--- config.mk ---
export PLATFORM = sky130hd
export DESIGN_NAME = sdram_burst_colgen
export DESIGN_NICKNAME = d
export VERILOG_FILES = /design/src/rtl/sbcg_pkg.sv /design/src/rtl/sbcg_mode_decode.sv /design/src/rtl/sbcg_col_seq.sv /design/src/rtl/sbcg_rd_pipe.sv /design/src/rtl/sdram_burst_colgen.sv
export SDC_FILE = /design/constraint.sdc
export NUM_CORES = 1
export LEC_CHECK = 0
export BUFFER_PORTS_ARGS = -buffer_cell sky130_fd_sc_hd__buf_2
export CAP_MARGIN = 20
export CORE_MARGIN = 2
export CORE_UTILIZATION = 57
export DETAILED_ROUTE_END_ITERATION = 10
export PLACE_DENSITY = 0.87
export SLEW_MARGIN = 20
export SYNTH_ARGS = -nofsm -noshare
export SYNTH_HDL_FRONTEND = slang
export SYNTH_SLANG_ARGS = --single-unit
--- constraint.sdc ---
create_clock -name clk -period 2.9 [get_ports clk]
set_input_delay 0.58 -clock clk [delete_from_list [all_inputs] [get_ports clk]]
set_output_delay 0.58 -clock clk [all_outputs]
set_load 0.02 [all_outputs]
--- src/rtl/sbcg_pkg.sv ---
`timescale 1ns/1ps
package sbcg_pkg;

    typedef enum logic [2:0] {
        BLEN_1    = 3'b000,
        BLEN_2    = 3'b001,
        BLEN_4    = 3'b010,
        BLEN_8    = 3'b011,
        BLEN_PAGE = 3'b111
    } blen_e;

    typedef struct packed {
        blen_e blen;
        logic  ilv;
        logic  lat3;
        logic  wr_single;
        logic  bad;
    } mode_cfg_t;

endpackage

--- src/rtl/sbcg_mode_decode.sv ---
`timescale 1ns/1ps
module sbcg_mode_decode
    import sbcg_pkg::*;
#(
    parameter int MODE_W = 12
) (
    input  logic [MODE_W-1:0] mode_word,
    output mode_cfg_t         cfg
);
    localparam int BL_LSB = 0;
    localparam int BT_BIT = 3;
    localparam int CL_LSB = 4;
    localparam int WM_BIT = 9;

    logic [2:0] bl_code;
    logic [2:0] cl_code;
    logic       unused_mode;

    assign bl_code     = mode_word[BL_LSB +: 3];
    assign cl_code     = mode_word[CL_LSB +: 3];
    assign unused_mode = ^{mode_word[MODE_W-1:WM_BIT+1], mode_word[WM_BIT-1:CL_LSB+3]};

    always_comb begin
        cfg           = '0;
        cfg.ilv       = mode_word[BT_BIT];
        cfg.wr_single = mode_word[WM_BIT];
        case (bl_code)
            3'b000, 3'b001, 3'b010, 3'b011, 3'b111: cfg.blen = blen_e'(bl_code);
            default: begin
                cfg.blen = BLEN_1;
                cfg.bad  = 1'b1;
            end
        endcase
        case (cl_code)
            3'b010:  cfg.lat3 = 1'b0;
            3'b011:  cfg.lat3 = 1'b1;
            default: cfg.bad  = 1'b1;
        endcase
    end

endmodule

--- src/rtl/sbcg_col_seq.sv ---
`timescale 1ns/1ps
module sbcg_col_seq
    import sbcg_pkg::*;
#(
    parameter int COL_W = 8
) (
    input  logic             clk,
    input  logic             rst_n,
    input  logic             start,
    input  logic             is_write,
    input  logic [COL_W-1:0] start_col,
    input  mode_cfg_t        cfg,
    input  logic             terminate,
    output logic [COL_W-1:0] col_addr,
    output logic             col_valid,
    output logic             col_last,
    output logic             burst_rd,
    output logic             lat3,
    output logic             cfg_err
);
    localparam logic [COL_W-1:0] ONES = {COL_W{1'b1}};

    typedef struct packed {
        logic             active;
        logic             last;
        logic             err;
        logic             rd;
        logic             lat3;
        logic             ilv;
        blen_e            blen;
        logic [COL_W-1:0] base;
        logic [COL_W-1:0] addr;
        logic [COL_W-1:0] beat;
    } seq_st_t;

    seq_st_t          st_d, st_q;
    logic [COL_W-1:0] wmask;
    logic [COL_W-1:0] nb;
    blen_e            blen_sel;

    function automatic logic [COL_W-1:0] wrap_of(blen_e b);
        case (b)
            BLEN_1:  return '0;
            BLEN_2:  return COL_W'(1);
            BLEN_4:  return COL_W'(3);
            BLEN_8:  return COL_W'(7);
            default: return ONES;
        endcase
    endfunction

    assign wmask    = wrap_of(st_q.blen);
    assign nb       = st_q.beat + 1'b1;
    assign blen_sel = (is_write && cfg.wr_single) ? BLEN_1 : cfg.blen;

    always_comb begin
        st_d = st_q;
        if (start && !st_q.err) begin
            if (cfg.bad) begin
                st_d.err    = 1'b1;
                st_d.active = 1'b0;
                st_d.last   = 1'b0;
            end else begin
                st_d.active = 1'b1;
                st_d.blen   = blen_sel;
                st_d.ilv    = cfg.ilv;
                st_d.rd     = !is_write;
                st_d.base   = start_col;
                st_d.addr   = start_col;
                st_d.beat   = '0;
                st_d.last   = (blen_sel == BLEN_1);
                if (!is_write) begin
                    st_d.lat3 = cfg.lat3;
                end
            end
        end else if (st_q.active) begin
            if (terminate || st_q.last) begin
                st_d.active = 1'b0;
                st_d.last   = 1'b0;
            end else begin
                st_d.beat = nb;
                if (st_q.blen == BLEN_PAGE) begin
                    st_d.addr = st_q.base + nb;
                end else if (st_q.ilv) begin
                    st_d.addr = st_q.base ^ nb;
                end else begin
                    st_d.addr = (st_q.base & ~wmask) | ((st_q.base + nb) & wmask);
                end
                st_d.last = (st_q.blen != BLEN_PAGE) && (nb == wmask);
            end
        end
    end

    always_ff @(posedge clk) begin
        if (!rst_n) st_q <= '0;
        else        st_q <= st_d;
    end

    assign col_addr  = st_q.addr;
    assign col_valid = st_q.active;
    assign col_last  = st_q.active && st_q.last;
    assign burst_rd  = st_q.active && st_q.rd;
    assign lat3      = st_q.lat3;
    assign cfg_err   = st_q.err;

    AST_TERM_STOPS: assert property (@(posedge clk) disable iff (!rst_n)
        terminate && !start |=> !col_valid);
    AST_SEQ_STEP: assert property (@(posedge clk) disable iff (!rst_n)
        st_q.active && !st_q.last && !terminate && !start && !st_q.ilv && st_q.blen == BLEN_8
        |=> col_valid && col_addr[2:0] == $past(col_addr[2:0]) + 3'd1
            && col_addr[COL_W-1:3] == $past(col_addr[COL_W-1:3]));
    AST_LAST_IN_BURST: assert property (@(posedge clk) disable iff (!rst_n)
        col_last |-> col_valid);
    AST_PAGE_NO_LAST: assert property (@(posedge clk) disable iff (!rst_n)
        col_valid && st_q.blen == BLEN_PAGE |-> !col_last);
    AST_RESTART: assert property (@(posedge clk) disable iff (!rst_n)
        start && !cfg.bad && !cfg_err |=> col_valid && col_addr == $past(start_col));
    AST_ERR_STICKY: assert property (@(posedge clk) disable iff (!rst_n)
        cfg_err |=> cfg_err);
    AST_ERR_QUIET: assert property (@(posedge clk) disable iff (!rst_n)
        cfg_err |-> !col_valid);

endmodule

--- src/rtl/sbcg_rd_pipe.sv ---
`timescale 1ns/1ps
module sbcg_rd_pipe #(
    parameter int MAX_LAT = 3
) (
    input  logic clk,
    input  logic rst_n,
    input  logic beat_rd,
    input  logic lat3,
    input  logic rd_mask,
    output logic rd_data_valid,
    output logic dq_oe
);
    localparam int DEPTH = MAX_LAT - 1;
    localparam int MASK_D = 2;

    typedef struct packed {
        logic [DEPTH-1:0]  vpipe;
        logic [MASK_D-1:0] mpipe;
        logic [1:0]        armed;
    } pipe_st_t;

    pipe_st_t st_d, st_q;

    always_comb begin
        st_d       = st_q;
        st_d.vpipe = {st_q.vpipe[DEPTH-2:0], beat_rd};
        st_d.mpipe = {st_q.mpipe[MASK_D-2:0], rd_mask};
        if (st_q.armed != 2'd2) st_d.armed = st_q.armed + 2'd1;
    end

    always_ff @(posedge clk) begin
        if (!rst_n) st_q <= '0;
        else        st_q <= st_d;
    end

    assign rd_data_valid = lat3 ? st_q.vpipe[DEPTH-1] : st_q.vpipe[DEPTH-2];
    assign dq_oe         = rd_data_valid && !st_q.mpipe[MASK_D-1];

    AST_MASK_DELAY: assert property (@(posedge clk) disable iff (!rst_n)
        st_q.armed == 2'd2 && $past(rd_mask, 2) |-> !dq_oe);
    AST_OE_UNMASKED: assert property (@(posedge clk) disable iff (!rst_n)
        st_q.armed == 2'd2 && !$past(rd_mask, 2) && rd_data_valid |-> dq_oe);

endmodule

--- src/rtl/sdram_burst_colgen.sv ---
`timescale 1ns/1ps
module sdram_burst_colgen
    import sbcg_pkg::*;
#(
    parameter int COL_W   = 8,
    parameter int MODE_W  = 12,
    parameter int MAX_LAT = 3
) (
    input  logic              clk,
    input  logic              rst_n,
    input  logic              start,
    input  logic              is_write,
    input  logic [COL_W-1:0]  start_col,
    input  logic [MODE_W-1:0] mode_word,
    input  logic              terminate,
    input  logic              rd_mask,
    output logic [COL_W-1:0]  col_addr,
    output logic              col_valid,
    output logic              col_last,
    output logic              rd_data_valid,
    output logic              dq_oe,
    output logic              config_error
);
    mode_cfg_t cfg;
    logic      burst_rd;
    logic      lat3;

    sbcg_mode_decode #(.MODE_W(MODE_W)) u_dec (
        .mode_word (mode_word),
        .cfg       (cfg)
    );

    sbcg_col_seq #(.COL_W(COL_W)) u_seq (
        .clk       (clk),
        .rst_n     (rst_n),
        .start     (start),
        .is_write  (is_write),
        .start_col (start_col),
        .cfg       (cfg),
        .terminate (terminate),
        .col_addr  (col_addr),
        .col_valid (col_valid),
        .col_last  (col_last),
        .burst_rd  (burst_rd),
        .lat3      (lat3),
        .cfg_err   (config_error)
    );

    sbcg_rd_pipe #(.MAX_LAT(MAX_LAT)) u_pipe (
        .clk           (clk),
        .rst_n         (rst_n),
        .beat_rd       (burst_rd),
        .lat3          (lat3),
        .rd_mask       (rd_mask),
        .rd_data_valid (rd_data_valid),
        .dq_oe         (dq_oe)
    );

    AST_RDV_CL2: assert property (@(posedge clk) disable iff (!rst_n)
        burst_rd && !lat3 && !start |=> rd_data_valid);
    AST_WRITE_SILENT: assert property (@(posedge clk) disable iff (!rst_n)
        col_valid && !burst_rd && !start |=> ##1 !rd_data_valid || lat3);

endmodule

==> results of run 1 <==
==> cell usage in the layout, fill, tap and decap left out, drive strengths merged, types with 2 or more instances in the layout <==
cell	n
buf	47
nand2b	4
dfxtp	37
xor2	2
and3	6
nand3	12
or3	2
o41ai	2
nand2	38
a211oi	5
o31a	2
and2	14
o21ai	20
a21oi	13
o31ai	2
inv	8
nor4	2
a2111oi	2
o211ai	2
nor2b	13
mux2i	5
a21o	2
clkbuf	5
nor3	8
ha	9
o21bai	3
nor2	24
nand4	5
a21boi	15
o21a	3
nor3b	2
a22oi	3
o211a	2
xnor2	4
==> kinds of logic (layout without fill, tap and decap cells) <==
group | count (synthesis) | after routing
flops | 37 | 37
simple gates | 134 | 134
mux | 6 | 6
buf+inv | 32 | 62
fa+ha+maj | 10 | 10
compound gates | 86 | 86
xor+xnor | 7 | 7
==> state kept, by name (all words and copies together) (netlist names) <==
| signal | count |
|---|---|
| u_seq.col_valid | 1 |
| u_pipe.st_d | 2 |
| u_pipe.st_q | 2 |
| u_seq.lat3 | 1 |
| u_seq.cfg_err | 1 |
| u_seq.col_addr | 8 |
| u_seq.st_q | 22 |
==> worst max path at each step <==
stage	endpoint	cells after the start
2_1_floorplan	u_seq.col_addr[7]	13
3_3_place_gp	u_seq.col_addr[7]	12
3_5_place_dp	u_seq.col_addr[7]	12
4_1_cts	u_seq.col_addr[7]	12
5_1_grt	u_seq.col_addr[7]	12
6_report	u_seq.col_addr[7]	12
==> report_power, final <==
| part | switching [mW] | total, mW | internal [mW] | leakage, nW |
|---|---|---|---|---|
| logic | 0.0607 | 0.107 | 0.0460 | 0.819 |
| clock network | 0.209 | 0.379 | 0.171 | 0.0445 |
| registers | 0.00965 | 0.528 | 0.518 | 0.301 |
==> critical path, stage by stage (launching register included) <==
cell and delay (ns):
sky130_fd_sc_hd__dfxtp_2 0.37, sky130_fd_sc_hd__ha_1 0.20, sky130_fd_sc_hd__nand3_1 0.14, sky130_fd_sc_hd__nor2_1 0.16, sky130_fd_sc_hd__xnor2_1 0.17, sky130_fd_sc_hd__inv_1 0.09, sky130_fd_sc_hd__ha_1 0.20, sky130_fd_sc_hd__nor4_1 0.27
sky130_fd_sc_hd__o21ai_1 0.14, sky130_fd_sc_hd__a221oi_2 0.26, sky130_fd_sc_hd__a311oi_1 0.09, sky130_fd_sc_hd__or4b_1 0.48, sky130_fd_sc_hd__nand3_1 0.09
==> layer usage <==
metal | vias to the layer above | GRT usage | wire length [µm]
met5 | - | 0 | 0
met4 | 0 | 0.0697 | 87
met3 | 11 | 0.0494 | 367
met1 | 1126 | 0.343 | 2860
met2 | 80 | 0.436 | 2910
li1 | 1164 | - | -
==> layout make-up <==
cell class	count	area, µm²	share of cell area
Clock buffer	5	68.8	0.0251
Inverter	7	26.3	0.00957
Timing Repair Buffer	47	268	0.0975
Clock inverter	3	21.3	0.00775
Multi-Input combinational cell	243	1560	0.567
Tap cell	50	62.6	0.0228
Sequential cell	37	743	0.271
==> repair_timing <==
item / 4_1_cts / 5_1_grt
endpoints found under the setup margin: 0 / 1
hold endpoints to repair: 0 / 0
resized for setup: 0 / 4
==> per-stage QoR <==
stage	total power [mW]	hold slack, ns	cells	util	instance area, µm²
CTS	1.01	0.443	392	0.674	2740
global placement	0.642	0.415	384	0.652	2650
finish	1.01	0.441	392	0.677	2750
detailed placement	0.645	0.421	384	0.652	2650
global route	1.05	0.465	392	0.677	2750
floorplan	0.606	0.412	312	-	2450
==> results by stage, run 1 <==
Critical path:
- The critical register-to-register path endpoint is u_seq.col_addr[7].
- For the worst flop-to-flop path, the logic depth is 12.
- The setup check on the worst reg-to-reg path leaves a slack of roughly 0.19 ns.
- Along the worst path, the maximum fanout reaches 5.
- The critical path is of the reg -> reg type.
- The critical path startpoint is u_seq.st_q[1].
- STA classifies the critical path endpoint as a register.
- The launch point of the worst reg-to-reg path is u_seq.st_q[1].
- The launching element type of the critical path is a register.
- The arrival time at the worst endpoint is 2.95 ns.
- The required time reported for the critical path endpoint is 3.14 ns.

GRT:
- The first global-routing pass estimated around 10000 µm of wire.
- For this run, the total global-route usage over all layers was measured as 0.260.
- The number of antenna violations at the first check in global routing was 0.
- The maximum number of pins on one net before global-route repair is 30.
- Global routing finished with a remaining overflow of 0.
- The number of global-route vias before repair is roughly 2200.

Final layout:
- Compared with the post-synthesis result, the final layout area differs by 12.1%.
- The number of antenna diodes in the final layout is 0.
- At the end of the flow, the number of nets in the layout was 377.
- After filler insertion, the fill cell instance count of the layout stands at 343.
- The fraction of layout cells with a size suffix above 1 is 0.193.

Drt:
- For this run, design rule violations remaining after detail routing come to 0.
- The number of DRC violations after detailed-routing iteration 0 is 128.
- The number of nets with antenna violations after routing is 0.
- Dividing the detail-routed wire length by the instance count gives about 16 µm.
- The detailed router placed ~2400 vias in this run.
- The via density per instance is 6.07.
- The number of search-and-repair iterations in the first detailed-routing pass is 4.
- The final layout contains routed wiring with a total length of 6220 µm.

Floorplan:
- The floorplan die area is 4840 µm².
- The vertical die dimension is 69.6 µm.
- The initial utilization of the core area, before any placement, comes to 0.604.
- The total core area is 4060 µm².
- The die is 69.6 µm wide.
- The number of primary I/O pins is 39.
- Row generation in the floorplan step produced 23 rows.

Logic synthesis:
- The count of distinct cell types in the synthesized netlist is 55.
- The synthesized-area fraction occupied by adder cells is 0.0541.
- sky130_fd_sc_hd__nand2_1 is the most common cell in the netlist.
- The number of synthesized flops with an enable pin is 0.
- Counting flops with an async set or reset pin after synthesis yields a share of 0.
- The net count after synthesis is 348.
- The flop and latch count out of synthesis is 37.
- The share of the synthesized area in compound gates (AO/OA/AOI/OAI) is 0.243.
- The post-synthesis area per instance is 7.85 µm².
- The synthesized instance count is 312.
- Of the total synthesized cell area, the portion taken by AND, OR, NAND and NOR gates is 0.279.
- The number of synthesis warnings is 0.
- The most used flip-flop cell after synthesis is sky130_fd_sc_hd__dfxtp_1.
- Of the total synthesized cell area, the portion taken by XOR and XNOR cells is 0.0306.
- The main combinational cell family by area after synthesis is simple AND/OR/NAND/NOR gates.
- The biggest area contributor in the post-synthesis netlist is sky130_fd_sc_hd__dfxtp_1.
- The top cell type's share of synthesized area is 0.302.
- The cell area after synthesis is approximately 2400 µm².
- By count the netlist is led by sky130_fd_sc_hd__nand2_1 (38), sky130_fd_sc_hd__dfxtp_1 (37), sky130_fd_sc_hd__nor2_1 (24), sky130_fd_sc_hd__o21ai_0 (20), sky130_fd_sc_hd__a21boi_0 (15).
- The proportion of synthesized area in mux cells is 0.0250.
- The sequential area share after synthesis is 0.302.
- In the post-synthesis netlist, the biggest area contributors are sky130_fd_sc_hd__dfxtp_1 (30%), sky130_fd_sc_hd__nand2_1 (5.8%), sky130_fd_sc_hd__a21boi_0 (4.6%).

STA:
- Summed over all failing endpoints, the final setup total negative slack is 0 ns.
- The transition time at the pin with the least slew margin is approximately 0.5 ns.
- The remaining max-slew budget at the tightest pin is 0.663.
- The routed design could run at a clock period as short as between 2 and 3 ns.
- The final clock period utilization by the worst path is 0.935.
- The hold violation count in the final report is 0.
- Setup repair after global routing left no endpoint under its margin.
- Setup violations remaining at the end of the flow were counted as 0.
- The final max-slew violation count came to 0.
- Setup slack on the critical path of the routed design comes to 0.188 ns.
- For this run, the top clock speed supported by timing is 0.369 GHz.
- The clock arrives with between 0.002 and 0.003 ns of skew.

Placement:
- At the placement stage, the worst setup path has a slack of 0.139 ns.
- Input and output buffers added on the ports amount to 34.
- The total half-perimeter wirelength after legalization and detailed placement is between 4000 and 5000 µm.
- The final weighted congestion in routability-driven placement is a little over 0.9.

Power:
- The worst vdd rail ir drop is 0.000475 V.
- The areal power density over the cells is 369 nW/µm².
- Summed over all cells, the static leakage comes to 1.16 nW.

Clocking:
- Clock-pin slew was measured on the worst setup and hold paths at 0.08 ns.
- No sink is reached through more buffers than the 2 on the longest clock path.
- The number of H-tree levels is 2.
- The TritonCTS sink count is 37.
- The TritonCTS buffer count is 5.
- TritonCTS built the clock tree.
- The insertion delay of the later-clocked pin in the worst-skew pair is 0.29 ns.
- The tree is rooted in a sky130_fd_sc_hd__clkbuf_8.
- The number of post-CTS setup repair buffers is 0.
- Hold repair after CTS inserted 0 buffers.

Min path:
- The worst hold path startpoint is u_pipe.st_d[3].
- The worst min-delay path endpoint is u_pipe.st_q[3].
- The min-delay analysis places its worst path in the category reg -> reg.
- Along the worst hold path, the cell count comes to 1.

Job:
- The max-cap violation count is 0.

Run status:
- The flow ran to the end, and the final reports show no timing, DRC or antenna violations.
Power figures use the tool's default switching activity.
==> run 2: changes to the inputs <==
--- a/config.mk
+++ b/config.mk
@@ -8,9 +8,9 @@
 export BUFFER_PORTS_ARGS = -buffer_cell sky130_fd_sc_hd__buf_2
 export CAP_MARGIN = 20
 export CORE_MARGIN = 2
-export CORE_UTILIZATION = 57
+export CORE_UTILIZATION = 28
 export DETAILED_ROUTE_END_ITERATION = 10
-export PLACE_DENSITY = 0.87
+export PLACE_DENSITY = 0.52
 export SLEW_MARGIN = 20
 export SYNTH_ARGS = -nofsm -noshare
 export SYNTH_HDL_FRONTEND = slang
==> run 2 against run 1 <==
Power grew 8.7%. Global-route usage shrank 12 points. Die area grew 97%. Clock skew grew 0.0054 ns. Sequential cell count is the same. Combinational power is essentially flat.
==> results by stage, run 2 (same netlist as run 1, synthesis figures left out) <==
Run status:
- The run finished with clean final reports.

STA:
- The worst hold slack after final layout is 0.441 ns (-0.000575 ns).
- The remaining max-slew budget at the tightest pin came to 0.538 (-0.125).
- The transition time at the pin with the least slew margin is 0.676 ns (+0.171 ns).
- The fmax came to 0.376 GHz (+2.1%).
- The hold violation count in the final report is 0 (unchanged).
- The final max-slew violation count came to 0 (unchanged).
- The clock skew came to 0.00814 ns (+0.00543 ns).
- The setup TNS is 0 ns (unchanged).
- The total setup violations reported at the end of the flow is 0 (unchanged).
- The post-layout minimum cycle time is 2.66 ns (-0.0549 ns).
- The final clock period utilization by the worst path is 0.916 (-0.0189).

Power:
- The leakage power summed over all cells is 1.21 nW (+4.2%).
- The areal power density over the cells is 378 nW/µm² (+2.3%).
- The total power draw came to 1.10 mW (+8.7%).
- The worst vdd rail ir drop is 0.000201 V (-58%).

Drt:
- The via density per instance is 5.01 (-18%).
- The number of DRC violations after detailed-routing iteration 0 is 132 (+3.1%).
- The total wirelength of the detailed-routed design is 6640 µm (+6.7%).
- The post-route DRC violation count came to 0 (unchanged).
- The number of search-and-repair iterations in the first detailed-routing pass is 4 (unchanged).
- The average wire length per cell after detail routing is 14.5 µm (-8.5%).
- The number of nets with antenna violations after routing is 0 (unchanged).
- The detailed-route via count is 2290 (-3.8%).

Clocking:
- The insertion delay of the later-clocked pin in the worst-skew pair is 0.29 ns (about the same).
- The largest buffer count on any clock path is 2 (unchanged).
- The tree is rooted in a sky130_fd_sc_hd__clkbuf_8.
- The TritonCTS sink count is 37 (unchanged).
- The clock-pin slew on the worst setup and hold paths is 0.09 ns (about the same).
- The post-cts resize count was 0 (unchanged).
- The number of H-tree levels is 2 (unchanged).
- The clock tree from TritonCTS is yes.
- The number of post-CTS setup repair buffers was 0 (unchanged).
- The quantity of hold-fixing buffers added after cts is 0 (unchanged).
- The TritonCTS buffer count is 5 (unchanged).

Final layout:
- The number of cells in the finished layout apart from fillers was 457 (+17%).
- Leaving out fill and tap cells, the most frequent cells in the layout are sky130_fd_sc_hd__nand2_1 (38), sky130_fd_sc_hd__dfxtp_1 (35), sky130_fd_sc_hd__buf_2 (34).
- The library cell used most frequently in the layout, excluding fill and tap cells, is sky130_fd_sc_hd__nand2_1.
- The final cell area excluding filler cells was 2920 µm² (+6.3%).
- The antenna diode instance count is 0 (unchanged).
- The area growth from synthesis to layout is 19.1%.
- The final layout net count is 384 (+1.9%).
- The number of filler cells placed in the layout is 929 (+170%).
- The fraction of layout cells with a size suffix above 1 was 0.218 (+0.0248).
- The flip-flop count of the largest register after layout is 22 (unchanged).
- The register name with the most flops is u_seq.st_q.

GRT:
- The maximum number of pins on one net before global-route repair is 21 (-30%).
- The number of antenna violations at the first check in global routing came to 0 (unchanged).
- The number of global-route vias before repair was 2140 (-3.4%).
- The total track usage is 0.141 (-0.120).
- The total congestion overflow is 0 (unchanged).
- The global-route wire length before repair was 10800 µm (+6.1%).

Placement:
- The final weighted congestion in routability-driven placement is 0.812 (-11%).
- The number of instances in the placed design came to 449 (+17%).
- The total half-perimeter wirelength after legalization and detailed placement came to 4960 µm (+6.2%).
- The number of I/O port buffers is 34 (unchanged).
- The total cell area at the placement stage is 2770 µm² (+4.7%).

Critical path:
- The highest fanout seen on the critical path was 5 (unchanged).
- Counting stages on the worst path, the most repeated cell is sky130_fd_sc_hd__nand3_1.
- Traced cell by cell, the critical path runs through ha_1 > nand3_1 > nor2_2 > xnor2_1 > inv_1 > ha_4 > o21ai_0 > o21bai_1 > and2_4 > a311oi_1 > or4b_1 > nand3_1.
- The delay of the slowest critical-path stage is 0.47 ns (about the same).
- The slowest stage of the critical path belongs to the cell sky130_fd_sc_hd__or4b_1.
- The required time reported for the critical path endpoint is 3.13 ns (about the same).
- The kind of cell with the highest combined delay along the critical path is simple AND/OR/NAND/NOR gates.
- The worst setup path is of the reg -> reg kind.
- The launching element type of the critical path is a register.
- The arrival time at the worst endpoint is 2.89 ns (-0.06 ns).
- The buffer and inverter count on the worst path is 1 (unchanged).
- The category of the worst setup path capture point is a register.
- The setup slack of the most critical reg-to-reg path is 0.24 ns (+0.05 ns).

Floorplan:
- The effective utilization at floorplan is 0.285 (-0.319).
- The number of primary I/O pins is 39 (unchanged).
- The number of placement rows is 34 (+48%).
- The total core area is 8590 µm² (+110%).
- The vertical die dimension is 97.5 µm (+40%).
- The floorplan die area is 9510 µm² (+97%).
- The width of the chip is 97.5 µm (+40%).

Job:
- The max-cap violation count is 0 (unchanged).

Min path:
- The worst hold path belongs to the class reg -> reg.
-- run 2: cell count changes in the layout (fill, tap and decap cells not counted), sizes merged --
cell and change:
clkinvlp -1, buf +7, bufinv +1
-- run 2: layer usage --
layer,vias up,track usage,wire [µm]
li1,1183,-,-
met1,1062,0.193,3280
met2,41,0.229,3070
met3,4,0.0259,245
met4,0,0.0310,42
met5,-,0,0
-- run 2: power breakdown --
part	total, mW	internal, mW	switching [mW]
Sequential	0.526	0.517	0.00902
Clock	0.468	0.258	0.210
Combinational	0.108	0.0464	0.0613
-- run 2: layout make-up --
cell class                      instances  area, µm²  area share
Multi-Input combinational cell        243       1580       0.541
Sequential cell                        37        746       0.256
Timing Repair Buffer                   54        320       0.110
Tap cell                              108        135      0.0463
Clock buffer                            5       68.8      0.0236
Clock inverter                          3       43.8      0.0150
Inverter                                7       26.3     0.00901
-- run 2: worst register-to-register path, stage by stage, from the launching register on --
cell,delay [ns]
sky130_fd_sc_hd__dfxtp_4,0.37
sky130_fd_sc_hd__ha_1,0.18
sky130_fd_sc_hd__nand3_1,0.14
sky130_fd_sc_hd__nor2_2,0.14
sky130_fd_sc_hd__xnor2_1,0.16
sky130_fd_sc_hd__inv_1,0.13
sky130_fd_sc_hd__ha_4,0.30
sky130_fd_sc_hd__o21ai_0,0.08
sky130_fd_sc_hd__o21bai_1,0.23
sky130_fd_sc_hd__and2_4,0.20
sky130_fd_sc_hd__a311oi_1,0.10
sky130_fd_sc_hd__or4b_1,0.47
sky130_fd_sc_hd__nand3_1,0.09
-- run 2: path summary, 6_finish.rpt --
| check | startpoint | endpoint | cells past startpoint |
|---|---|---|---|
| worst max-delay path | u_seq.st_q[0] | u_seq.col_addr[7] | 12 |
| worst max register to register | u_seq.st_q[0] | u_seq.col_addr[7] | 12 |
| worst min-delay path | u_pipe.st_d[3] | u_pipe.st_q[3] | 1 |
| worst min register to register | u_pipe.st_d[3] | u_pipe.st_q[3] | 1 |
-- run 2: stage by stage --
stage | util | worst slack, ns
after global placement | 0.322 | 0.200
final | 0.340 | 0.243
after floorplan | - | 0.347
after detailed placement | 0.322 | 0.173
after CTS | 0.335 | 0.136
after global routing | 0.340 | -0.00690
